## src/rtl/otg_tmr_pkg.sv

```systemverilog
package otg_tmr_pkg;

    localparam int unsigned TMR_REG_W  = 32;
    localparam int unsigned TMR_CNT_W  = 27;
    localparam int unsigned TMR_EN_BIT = 31;

    typedef enum logic [0:0] {
        TMR_IDLE  = 1'b0,
        TMR_ARMED = 1'b1
    } tmr_state_e;

    typedef enum logic [1:0] {
        GATE_OFF    = 2'd0,
        GATE_SETTLE = 2'd1,
        GATE_ON     = 2'd2
    } gate_state_e;

endpackage

```

## src/rtl/otg_down_counter.sv

```systemverilog
module otg_down_counter #(
    parameter int unsigned W = 27
) (
    input  logic         clk,
    input  logic         rst_n,
    input  logic         load,
    input  logic [W-1:0] load_val,
    input  logic         dec,
    output logic         last
);

    localparam logic [W-1:0] ONE = W'(1);

    logic [W-1:0] cnt_q;

    always_ff @(posedge clk) begin
        if (!rst_n) begin
            cnt_q <= '0;
        end else if (load) begin
            cnt_q <= load_val;
        end else if (dec && (cnt_q != '0)) begin
            cnt_q <= cnt_q - ONE;
        end
    end

    // Final cycle of a countdown; a load of zero is treated like one
    assign last = (cnt_q <= ONE);

endmodule

```

## src/rtl/otg_oneshot_timer.sv

```systemverilog
module otg_oneshot_timer
    import otg_tmr_pkg::*;
#(
    parameter int unsigned REG_W  = TMR_REG_W,
    parameter int unsigned CNT_W  = TMR_CNT_W,
    parameter int unsigned EN_BIT = TMR_EN_BIT
) (
    input  logic             clk,
    input  logic             rst_n,
    input  logic             wr_en,
    input  logic [REG_W-1:0] wr_data,
    output logic [REG_W-1:0] rd_data,
    output logic             timeout_pulse
);

    tmr_state_e       state_q, state_d;
    logic             wr_arm;
    logic [CNT_W-1:0] wr_cnt;
    logic             cnt_last;
    logic             expire;
    logic [REG_W-1:0] value_q;
    logic             pulse_q;

    assign wr_arm = wr_data[EN_BIT];
    assign wr_cnt = wr_data[CNT_W-1:0];
    // A write in the same cycle wins over an expiry
    assign expire = (state_q == TMR_ARMED) && cnt_last && !wr_en;

    otg_down_counter #(.W(CNT_W)) cnt_i (
        .clk      (clk),
        .rst_n    (rst_n),
        .load     (wr_en && wr_arm),
        .load_val (wr_cnt),
        .dec      (state_q == TMR_ARMED),
        .last     (cnt_last)
    );

    // State register
    always_ff @(posedge clk) begin
        if (!rst_n) begin
            state_q <= TMR_IDLE;
        end else begin
            state_q <= state_d;
        end
    end

    // Next-state logic
    always_comb begin
        state_d = state_q;
        unique case (state_q)
            TMR_IDLE: begin
                if (wr_en && wr_arm) begin
                    state_d = TMR_ARMED;            // arm
                end
            end
            TMR_ARMED: begin
                if (wr_en) begin
                    state_d = wr_arm ? TMR_ARMED    // restart
                                     : TMR_IDLE;    // cancel
                end else if (cnt_last) begin
                    state_d = TMR_IDLE;             // expire
                end
            end
            default: state_d = TMR_IDLE;
        endcase
    end

    // Outputs: register value and timeout event
    always_ff @(posedge clk) begin
        if (!rst_n) begin
            value_q <= '0;
            pulse_q <= 1'b0;
        end else begin
            pulse_q <= expire;
            if (wr_en) begin
                value_q <= wr_data;
            end else if (expire) begin
                value_q <= '0;
            end
        end
    end

    assign rd_data       = value_q;
    assign timeout_pulse = pulse_q;

endmodule

```

## src/rtl/otg_pwr_holdoff.sv

```systemverilog
module otg_pwr_holdoff
    import otg_tmr_pkg::*;
#(
    parameter int unsigned HOLD_CYCLES = 30_000_000
) (
    input  logic clk,
    input  logic rst_n,
    input  logic pwr_in,
    output logic intr_ok
);

    localparam int unsigned HOLD_W = $clog2(HOLD_CYCLES + 1);
    localparam logic [HOLD_W-1:0] HOLD_VAL = HOLD_W'(HOLD_CYCLES);

    gate_state_e state_q, state_d;
    logic        cnt_last;
    logic        power_up;
    logic        ok_q;

    assign power_up = (state_q == GATE_OFF) && pwr_in;

    otg_down_counter #(.W(HOLD_W)) cnt_i (
        .clk      (clk),
        .rst_n    (rst_n),
        .load     (power_up),
        .load_val (HOLD_VAL),
        .dec      (state_q == GATE_SETTLE),
        .last     (cnt_last)
    );

    // State register
    always_ff @(posedge clk) begin
        if (!rst_n) begin
            state_q <= GATE_OFF;
        end else begin
            state_q <= state_d;
        end
    end

    // Next-state logic
    always_comb begin
        state_d = state_q;
        unique case (state_q)
            GATE_OFF: begin
                if (pwr_in) begin
                    state_d = GATE_SETTLE;          // power-up
                end
            end
            GATE_SETTLE: begin
                if (!pwr_in) begin
                    state_d = GATE_OFF;             // abort
                end else if (cnt_last) begin
                    state_d = GATE_ON;              // release
                end
            end
            GATE_ON: begin
                if (!pwr_in) begin
                    state_d = GATE_OFF;             // power-down
                end
            end
            default: state_d = GATE_OFF;
        endcase
    end

    // Output register: drops on power-up, rises on release, holds otherwise
    always_ff @(posedge clk) begin
        if (!rst_n) begin
            ok_q <= 1'b0;
        end else if (power_up) begin
            ok_q <= 1'b0;
        end else if ((state_q == GATE_SETTLE) && pwr_in && cnt_last) begin
            ok_q <= 1'b1;
        end
    end

    assign intr_ok = ok_q;

endmodule

```

## src/rtl/otg_tmr_pwr_gate.sv

```systemverilog
module otg_tmr_pwr_gate #(
    parameter int unsigned REG_W       = 32,
    parameter int unsigned CNT_W       = 27,
    parameter int unsigned EN_BIT      = 31,
    parameter int unsigned HOLD_CYCLES = 30_000_000
) (
    input  logic             clk,
    input  logic             rst_n,
    input  logic             tmr_wr_en,
    input  logic [REG_W-1:0] tmr_wr_data,
    output logic [REG_W-1:0] tmr_rd_data,
    output logic             timeout_pulse,
    input  logic             pwr_in,
    output logic             intr_ok
);

    otg_oneshot_timer #(
        .REG_W  (REG_W),
        .CNT_W  (CNT_W),
        .EN_BIT (EN_BIT)
    ) tmr_i (
        .clk           (clk),
        .rst_n         (rst_n),
        .wr_en         (tmr_wr_en),
        .wr_data       (tmr_wr_data),
        .rd_data       (tmr_rd_data),
        .timeout_pulse (timeout_pulse)
    );

    otg_pwr_holdoff #(
        .HOLD_CYCLES (HOLD_CYCLES)
    ) gate_i (
        .clk     (clk),
        .rst_n   (rst_n),
        .pwr_in  (pwr_in),
        .intr_ok (intr_ok)
    );

endmodule

```

## config.mk

```make
export PLATFORM = sky130hd
export DESIGN_NAME = otg_tmr_pwr_gate
export DESIGN_NICKNAME = d
export VERILOG_FILES = /design/src/rtl/otg_tmr_pkg.sv /design/src/rtl/otg_down_counter.sv /design/src/rtl/otg_oneshot_timer.sv /design/src/rtl/otg_pwr_holdoff.sv /design/src/rtl/otg_tmr_pwr_gate.sv
export SDC_FILE = /design/constraint.sdc
export NUM_CORES = 1
export LEC_CHECK = 0
export BUFFER_PORTS_ARGS = -buffer_cell sky130_fd_sc_hd__buf_2
export CELL_PAD_IN_SITES_DETAIL_PLACEMENT = 1
export CELL_PAD_IN_SITES_GLOBAL_PLACEMENT = 2
export CORE_MARGIN = 4
export CORE_UTILIZATION = 38
export CTS_CLUSTER_DIAMETER = 60
export DETAILED_ROUTE_END_ITERATION = 16
export PLACE_DENSITY_LB_ADDON = 0.1
export SYNTH_ARGS = -nofsm -noshare
export SYNTH_HDL_FRONTEND = slang
export SYNTH_HIERARCHICAL = 1
export SYNTH_SLANG_ARGS = --single-unit
```

## constraint.sdc

```tcl
create_clock -name clk -period 4.7 [get_ports clk]
set_input_delay 1.41 -clock clk [delete_from_list [all_inputs] [get_ports clk]]
set_output_delay 1.41 -clock clk [all_outputs]
set_load 0.01 [all_outputs]
```

Word-level counts from Yosys, hierarchy flattened
Cells that the tools add are included.

word-level totals
  register bits after elaboration = 89
  logic and storage cells = 52
  output and inout port bits = 34
  bits in writable memories = 0
  bits in latches = 0
  bits in read-only memories = 0
  memories kept = 0
  bits of input ports = 36

cells by class
  shift operators = 0
  multiplexer cells = 16
  $add $sub $neg = 2
  reductions and logical operators = 17
  div/mod/pow operators = 0
  multiply operators = 0
  bitwise operators = 2
  equal/unequal tests = 5
  $lt $le $gt $ge = 2

operators with widths
  cell                     number
  $mux W32                 2
  $mux W27                 2
  $mux W25                 2
  $le A27 B1 Y1 const B    1
  $reduce_bool A27 Y1      1
  $sub A27 B1 Y27 const B  1
  $le A25 B1 Y1 const B    1
  $reduce_bool A25 Y1      1
  $sub A25 B1 Y25 const B  1
  $logic_and A1 B1 Y1      8
  $mux W2                  4
  $pmux W2 S3              1
  $reduce_bool A2 Y1       3
  $mux W1                  4
  $ne A2 B2 Y1 const B     2
  $ne A3 B2 Y1 const B     1
  $reduce_and A3 Y1        1
  $eq A2 B1 Y1 const B     1
  $eq A2 B2 Y1 const B     1
  $logic_not A2 Y1         1
  $not A1 Y1               2
  $pmux W1 S2              1
  $reduce_or A2 Y1         1
  $logic_not A1 Y1         1

Longest topological paths before layout
Gate-level depths: netlist of run 1.

  depth in word-level cells = 5
  mapped depth = 8
  mapped depth without buffers = 7

Modules after synthesis
The synthesis of run 1 kept the hierarchy.

modules (own cells, without submodules)
  module                           instances  area an instance (um2)  seq. area each (um2)  cells each
  otg_down_counter (tmr_i.cnt_i)   1          1666.6                  540.5                 199
  otg_down_counter (gate_i.cnt_i)  1          1650.3                  500.5                 192
  otg_oneshot_timer                1          1426.4                  680.7                 148
  otg_pwr_holdoff                  1          140.1                   60.1                  16

Least setup slack after synthesis of run 1
Ideal clock, no wire load.

  path type = input to register
  start = in tmr_wr_en
  end = reg tmr_i.cnt_i.cnt_q[10]
  buffers on the path = 4
  stages on the path = 8
  required time = 4.567 ns
  arrival time = 2.531 ns
  setup slack = 2.037 ns
  path through = buf_6 nand2_1 inv_1 clkbuf_1 inv_1 clkbuf_1 clkbuf_1 a21oi_1

between the ends
  cells in the longest elaborated chain, start to end = 2

RTL lines
  element                                         line                     text
  from (decl)                                     otg_tmr_pwr_gate.sv:9    input logic tmr_wr_en,
  $logic_and A1 B1 Y1 *                           otg_oneshot_timer.sv:32  .load (wr_en && wr_arm),
  $mux W27 or $reduce_bool A2 Y1 (tied branches)  --
  to (signal assigned)                            otg_down_counter.sv:20   cnt_q <= load_val;
  to (signal assigned)                            otg_down_counter.sv:22   cnt_q <= cnt_q - ONE;
  to (decl)                                       otg_down_counter.sv:14   logic [W-1:0] cnt_q;

Every way passes the cells marked *; elsewhere a longest branch is shown, timed or not.
A chain may end at the register's enable or synchronous reset.

Worst setup path in the final report of run 1
  start = in tmr_wr_en
  end = reg tmr_i.cnt_i.cnt_q[15]

The elaborated chain is that of the path after synthesis.

==> out/qor.csv, run 1 <==
stage;metric;value;unit
floorplanning;I/O Pins;70;
yosys;Post-Syn Instances;555;
cts;Clock Root Buffer;clkbuf_16;
cells_and_area;area of the multi-input gates;0.002918;mm²
cts;Post-CTS Setup Bufs;0;
floorplanning;core area;0.01262;mm²
timing;fin. max-slew vios;0;
flow_run;Max-cap violations;0;
route;via/cell ratio;5.456;
cts;H-tree depth;3;
grt;vias in the first global route;4591;
power;leakage;2.204;nW
yosys;Synth top cells by count;89 x dfxtp_1, 46 x nand2_1, 41 x o21ai_0, 33 x nand3b_1;
timing;FMAX;0.3493;GHz
yosys;Synth Warn #;6;
yosys;Syn Area/Cell;8.799;µm²
route;number of remaining DRC errors;0;
floorplanning;Starting Density;0.3870;
critical_path;crit path DAT;3.10;ns
cts;Worst-Skew Late Latency;0.35;ns
cts;Num CTS Buffers;9;
critical_path;Crit. End Element;register;
place;Placed Area;0.005350;mm²
cells_and_area;sequential cell area;0.001782;mm²
route;initial detailed-routing violation count;184;
timing;final hold vios;0;
critical_path;Data required, critical path;4.93;ns
floorplanning;die width;121.4;µm
critical_path;crit path kind;in -> reg;
cts;post-cts sizing count;0;
critical_path;internal reg-to-reg setup slack;1.85;ns
critical_path;FF-to-FF End;tmr_i/rd_data[10];
timing;skew final;0.006122;ns
timing;period utilization;0.6090;
critical_path;Worst R2R Path Depth;6;
yosys;async set-reset flop share out of synthesis;0;
timing;RSZ-0062 raised after global routing;no;
yosys;Post-Synthesis Cell Area;0.004883;mm²
grt;total global-route track usage;0.1987;
timing;Max-slew headroom;0.2581;
critical_path;Worst Setup EP;tmr_i/cnt_i/cnt_q[15];
grt;largest net degree at the start of global routing;66;
route;iteration count of the initial detailed-routing pass;4;
yosys;most common cell in the netlist;dfxtp_1;
critical_path;RR Startpoint;tmr_i/cnt_i/cnt_q[5];
yosys;Synth area leader;dfxtp_1;
timing;Sum Neg Setup Slack;0;ns
yosys;library cells used by synthesis;82;
worst_hold_path;Worst Hold Class;reg -> reg;
cells_and_area;Nets;668;
yosys;number of synthesized register bits;89;
yosys;Post-synth EDFFs;0;
floorplanning;Rows;41;
cts;CTS Sinks;89;
yosys;share of the synthesized area in the top cell type;0.3648;
route;final WL;14.19;mm
grt;global-route wire length before repair;23.29;mm
cts;maximum clock path buffer count;2;
place;RePlAce Congestion;0.8057;
power;Peak VDD IR;0.2124;mV
route;post-DR wirelength/cell;17.65;µm
power;Pwr Density;353.7;mW/mm²
cells_and_area;Final Cell Area;0.005670;mm²
critical_path;CP startpoint kind;primary input;
cts;Clk pin slew, worst setup/hold paths;0.06;ns
cts;CTS tree;yes;
yosys;top post-synthesis cells by area;dfxtp_1 36%, nand3b_1 5.1%, o21ai_0 4.2%, a21boi_1 3.8%, nand2_1 3.5%;
route;DRT antenna net count;0;
run_status;status;finished, final reports clean;
timing;worst slew pin tran;1.112;ns
timing;Min Hold Slack;0.4856;ns
yosys;register area share after synthesis;0.3648;
grt;GRT overflow;0;
floorplanning;chip height;121.4;µm
cells_and_area;Synth-to-Final Area Change;16.12;%
grt;antenna violations before repair;0;
place;PortBufs;69;
cells_and_area;final-layout fill cell count;1539;
cells_and_area;ANT cells;0;
place;detailed placer's ending HPWL;10.05;mm
timing;# setup viols final;0;
cts;CTS Hold Bufs;0;
power;Final Power;2.006;mW
floorplanning;die area;0.01473;mm²
timing;Min Clock Period, post-route;2.862;ns
critical_path;critical path peak fanout;41;
critical_path;crit path launch;tmr_wr_en;
route;via count;4387;
yosys;Synth Flop Type;dfxtp_1;
cells_and_area;layout cell share with drive strength beyond 1;0.1994;
## logic make-up (layout without fill, tap and decap cells)
| group | count (synthesis) | count (layout) | share of synthesized area |
|---|---|---|---|
| XOR/XNOR | 23 | 23 | 0.04125 |
| flip-flops | 89 | 89 | 0.3648 |
| adder cells (fa/ha/maj) | 5 | 5 | 0.01281 |
| multiplexers | 4 | 4 | 0.008199 |
| AO/OA/AOI/OAI | 163 | 163 | 0.2344 |
| other | 2 | 25 | 0.001538 |
| AND/OR/NAND/NOR | 219 | 219 | 0.2816 |
| buffers and inverters | 50 | 104 | 0.05534 |
## stage by stage
step	std cells	worst slack, ns	utilization
6_report	804	1.838	0.4493
5_1_grt	804	1.510	0.4493
4_1_cts	804	1.808	0.4493
3_5_place_dp	788	1.435	0.4240
3_3_place_gp	788	1.527	0.4240
2_1_floorplan	578	2.037	-
## sequential cells by signal, indices dropped and copies added, names as in the netlist
register / cells
tmr_i/rd_data: 32
tmr_i/cnt_i/cnt_q: 27
gate_i/cnt_i/cnt_q: 25
gate_i/state_q: 2
gate_i/intr_ok: 1
tmr_i/state_q: 1
tmr_i/timeout_pulse: 1
## where the power goes
group          internal [mW]  switching (mW)
sequential             0.808          0.0571
combinational          0.142           0.216
clock                  0.466           0.316
total                   1.42           0.589
## how the worst min path moves through the flow
stage | startpoint | endpoint | slack [ns] | depth (start not counted)
6_report | tmr_i/rd_data[15] | tmr_i/rd_data[15] | 0.49 | 2
5_1_grt | tmr_i/rd_data[20] | tmr_i/rd_data[20] | 0.51 | 2
4_1_cts | tmr_i/rd_data[13] | tmr_i/rd_data[13] | 0.49 | 2
3_5_place_dp | tmr_i/rd_data[13] | tmr_i/rd_data[13] | 0.48 | 2
3_3_place_gp | tmr_i/rd_data[27] | tmr_i/rd_data[27] | 0.47 | 2
2_1_floorplan | gate_i/cnt_i/cnt_q[17] | gate_i/cnt_i/cnt_q[17] | 0.46 | 2
## routing by layer
| layer | vias up | global-route usage | wire [µm] |
|---|---|---|---|
| li1 | 2176 | - | - |
| met1 | 2168 | 0.2225 | 6024 |
| met2 | 34 | 0.3731 | 7637 |
| met3 | 9 | 0.04988 | 366 |
| met4 | 0 | 0.04902 | 159 |
| met5 | - | 0 | 0 |
## worst max-delay path: stages
cell	delay (ns)
buf_2	0.10
nand2_1	0.06
inv_1	0.05
buf_4	0.20
inv_1	0.82
and4_4	0.38
nor3_1	0.05
## cell type report
| class | count | area share |
|---|---|---|
| repair buffers | 74 | 0.06752 |
| multi-input cells | 439 | 0.5146 |
| inverters | 14 | 0.009267 |
| clock inverters | 7 | 0.01677 |
| flip-flops and latches | 89 | 0.3142 |
| clock buffers | 9 | 0.03972 |
| well taps | 172 | 0.03795 |
## placed cells by master (no fill, tap or decap), types with 6 or more instances in the layout
| cell type | synthesis | final |
|---|---|---|
| a211oi_1 | 13 | 13 |
| a21boi_0 | 6 | 6 |
| a21boi_1 | 25 | 25 |
| a21oi_1 | 25 | 25 |
| a31oi_1 | 10 | 10 |
| and4_1 | 8 | 8 |
| buf_2 | 5 | 69 |
| clkbuf_16 | 0 | 9 |
| conb_1 | 2 | 25 |
| dfxtp_1 | 89 | 89 |
| inv_1 | 14 | 14 |
| nand2_1 | 46 | 46 |
| nand2b_1 | 10 | 10 |
| nand3_1 | 15 | 15 |
| nand3b_1 | 33 | 33 |
| nand4_1 | 6 | 6 |
| nor2_1 | 23 | 23 |
| nor3_1 | 18 | 18 |
| nor4_1 | 9 | 9 |
| o21ai_0 | 41 | 41 |
| o311a_1 | 7 | 7 |
| or4_1 | 7 | 7 |
| xnor2_1 | 17 | 17 |
| xor2_1 | 6 | 6 |
(Power assumes the default switching activity.)
==> run 2, diff against run 1 <==
--- a/config.mk
+++ b/config.mk
@@ -9,7 +9,7 @@
 export CELL_PAD_IN_SITES_DETAIL_PLACEMENT = 1
 export CELL_PAD_IN_SITES_GLOBAL_PLACEMENT = 2
 export CORE_MARGIN = 4
-export CORE_UTILIZATION = 38
+export CORE_UTILIZATION = 35
 export CTS_CLUSTER_DIAMETER = 60
 export DETAILED_ROUTE_END_ITERATION = 16
 export PLACE_DENSITY_LB_ADDON = 0.1
==> constraint.sdc (replaced) <==
create_clock -name clk -period 3 [get_ports clk]
set_input_delay 0.9 -clock clk [delete_from_list [all_inputs] [get_ports clk]]
set_output_delay 0.9 -clock clk [all_outputs]
set_load 0.01 [all_outputs]
==> run 2 against run 1 <==
Sequential cell count did not move. Global-route usage fell by 2.1 points. Routed wire length fell by 0.32%. Register-to-register slack got worse by 1.2 ns. Worst hold slack barely moved. First-iteration DRC count fell by 6.5%. Critical path depth did not move.
==> out/qor.csv, run 2 (synthesized netlist as in run 1, its figures left out) <==
stage;metric;value;unit;change
run_status;status;finished, final reports clean;;
grt;antenna violations before repair;0;;unchanged
timing;Min Hold Slack;0.4855;ns;-0.0001010 ns
route;iteration count of the initial detailed-routing pass;5;;+1
flow_run;Max-cap violations;0;;unchanged
route;via/cell ratio;5.443;;-0.25%
route;number of remaining DRC errors;0;;unchanged
cts;CTS Hold Bufs;0;;unchanged
cells_and_area;ANT cells;0;;unchanged
cells_and_area;area of the multi-input gates;0.002918;mm²;unchanged
critical_path;Crit. End Element;register;;
power;Peak VDD IR;0.2668;mV;+26%
grt;global-route wire length before repair;23.49;mm;+0.89%
cells_and_area;final-layout fill cell count;1661;;+7.9%
critical_path;crit path kind;reg -> reg;;
critical_path;internal reg-to-reg setup slack;0.66;ns;-1.19 ns
power;Pwr Density;525.0;mW/mm²;+48%
cts;Post-CTS Setup Bufs;0;;unchanged
cells_and_area;Largest register FFs;32;;unchanged
floorplanning;Rows;42;;+2.4%
timing;# setup viols final;0;;unchanged
worst_hold_path;Worst Hold Class;reg -> reg;;
cts;CTS Sinks;89;;unchanged
timing;skew final;0.01033;ns;+0.004209 ns
critical_path;critical path peak fanout;18;;-56%
critical_path;Data required, critical path;3.22;ns;-1.71 ns
route;post-DR wirelength/cell;17.44;µm;-1.2%
route;DRT antenna net count;0;;unchanged
cts;maximum clock path buffer count;2;;unchanged
timing;FMAX;0.4265;GHz;
place;detailed placer's ending HPWL;10.15;mm;+1.0%
route;initial detailed-routing violation count;172;;-6.5%
cells_and_area;layout cell share with drive strength beyond 1;0.2031;;+0.003783
critical_path;FF-to-FF End;tmr_i/rd_data[25];;
cells_and_area;Layout Cells excl Fill;811;;+0.87%
cts;Clock Root Buffer;clkbuf_16;;
cts;Num CTS Buffers;9;;unchanged
grt;GRT overflow;0;;unchanged
power;leakage;2.209;nW;+0.21%
cts;Worst-Skew Late Latency;0.34;ns;about the same
grt;largest net degree at the start of global routing;66;;unchanged
grt;vias in the first global route;4454;;-3.0%
timing;Max-slew headroom;0.5697;;+0.3116
place;RePlAce Congestion;0.8497;;+5.5%
cells_and_area;leading cell type in the layout, fill and taps excluded;dfxtp_1;;
cells_and_area;Nets;673;;+0.75%
cts;CTS tree;yes;;
timing;Sum Neg Setup Slack;0;ns;unchanged
cells_and_area;most frequent cells in the layout;89 x dfxtp_1, 69 x buf_2, 46 x nand2_1;;
cells_and_area;Synth-to-Final Area Change;16.22;%;about the same
worst_hold_path;hold_sp;tmr_i/rd_data[1];;
critical_path;CP startpoint kind;register;;
timing;period utilization;0.7816;;
timing;RSZ-0062 raised after global routing;no;;
grt;total global-route track usage;0.1779;;-0.02085
floorplanning;Starting Density;0.3630;;-0.02397
route;via count;4414;;+0.62%
floorplanning;core area;0.01345;mm²;+6.6%
cts;H-tree depth;3;;unchanged
floorplanning;die width;126.1;µm;+3.9%
timing;worst slew pin tran;0.6405;ns;-0.4711 ns
worst_hold_path;worst hold endpoint;tmr_i/rd_data[1];;
timing;Min Clock Period, post-route;2.345;ns;
route;final WL;14.14;mm;-0.32%
cts;post-cts sizing count;0;;unchanged
critical_path;crit path DAT;2.57;ns;-0.53 ns
floorplanning;I/O Pins;70;;unchanged
critical_path;RR Startpoint;tmr_i/cnt_i/cnt_q[5];;
cells_and_area;sequential cell area;0.001782;mm²;unchanged
floorplanning;die area;0.01591;mm²;+8.0%
floorplanning;chip height;126.1;µm;+3.9%
cts;Clk pin slew, worst setup/hold paths;0.07;ns;about the same
critical_path;Worst R2R Path Depth;7;;+1
place;# placed instances;797;;+1.1%
timing;final hold vios;0;;unchanged
worst_hold_path;Hold Path Depth;2;;unchanged
timing;fin. max-slew vios;0;;unchanged
place;PortBufs;69;;unchanged
-- run 2: worst max-delay path, cell delays in order (launching register included) --
cell,delay (ns)
dfxtp_1,0.37
nor4_4,0.49
nand4_2,0.27
nor4_1,0.57
nand2_2,0.10
buf_4,0.24
nand3b_1,0.12
a21boi_1,0.07
-- run 2: routing by layer --
metal  share of wire  wire, µm  vias up  track usage
li1                -         -     2194            -
met1            0.52      7385     2113       0.2586
met2            0.42      5950       93       0.2667
met3           0.042       595       14      0.03175
met4           0.015       209        0      0.05678
met5               0         0        -            0
-- run 2: worst max-delay path by stage --
stage                                     from                    end  slack, ns
after floorplan                      tmr_wr_en  tmr_i/cnt_i/cnt_q[10]       0.85
after global placement    tmr_i/cnt_i/cnt_q[5]      tmr_i/rd_data[29]       0.75
after detailed placement  tmr_i/cnt_i/cnt_q[5]      tmr_i/rd_data[25]       0.64
after CTS                 tmr_i/cnt_i/cnt_q[5]      tmr_i/rd_data[25]       0.65
after global routing      tmr_i/cnt_i/cnt_q[5]      tmr_i/rd_data[29]       0.45
final                     tmr_i/cnt_i/cnt_q[5]      tmr_i/rd_data[25]       0.66
-- run 2: where the power goes --
group | leakage [nW] | internal [mW] | switching (mW)
clock network | 0.133 | 0.595 | 0.461
registers | 0.735 | 1.27 | 0.0886
logic | 1.34 | 0.228 | 0.340
-- run 2: final cells by class --
cell class,instances,share of cell area
well taps,176,0.03880
flip-flops and latches,89,0.3139
inverters,14,0.009259
multi-input cells,439,0.5141
clock inverters,3,0.003086
clock buffers,11,0.04453
repair buffers,79,0.07628
-- run 2: metrics by stage --
stage	utilization	setup slack (ns)	cell area, µm²	total power [mW]
after floorplan	-	0.8468	4970	1.776
after global placement	0.4018	0.7497	5405	1.930
after detailed placement	0.4018	0.6431	5405	1.949
after CTS	0.4219	0.6476	5675	3.024
after global routing	0.4219	0.4508	5675	3.144
final	0.4219	0.6551	5675	2.980
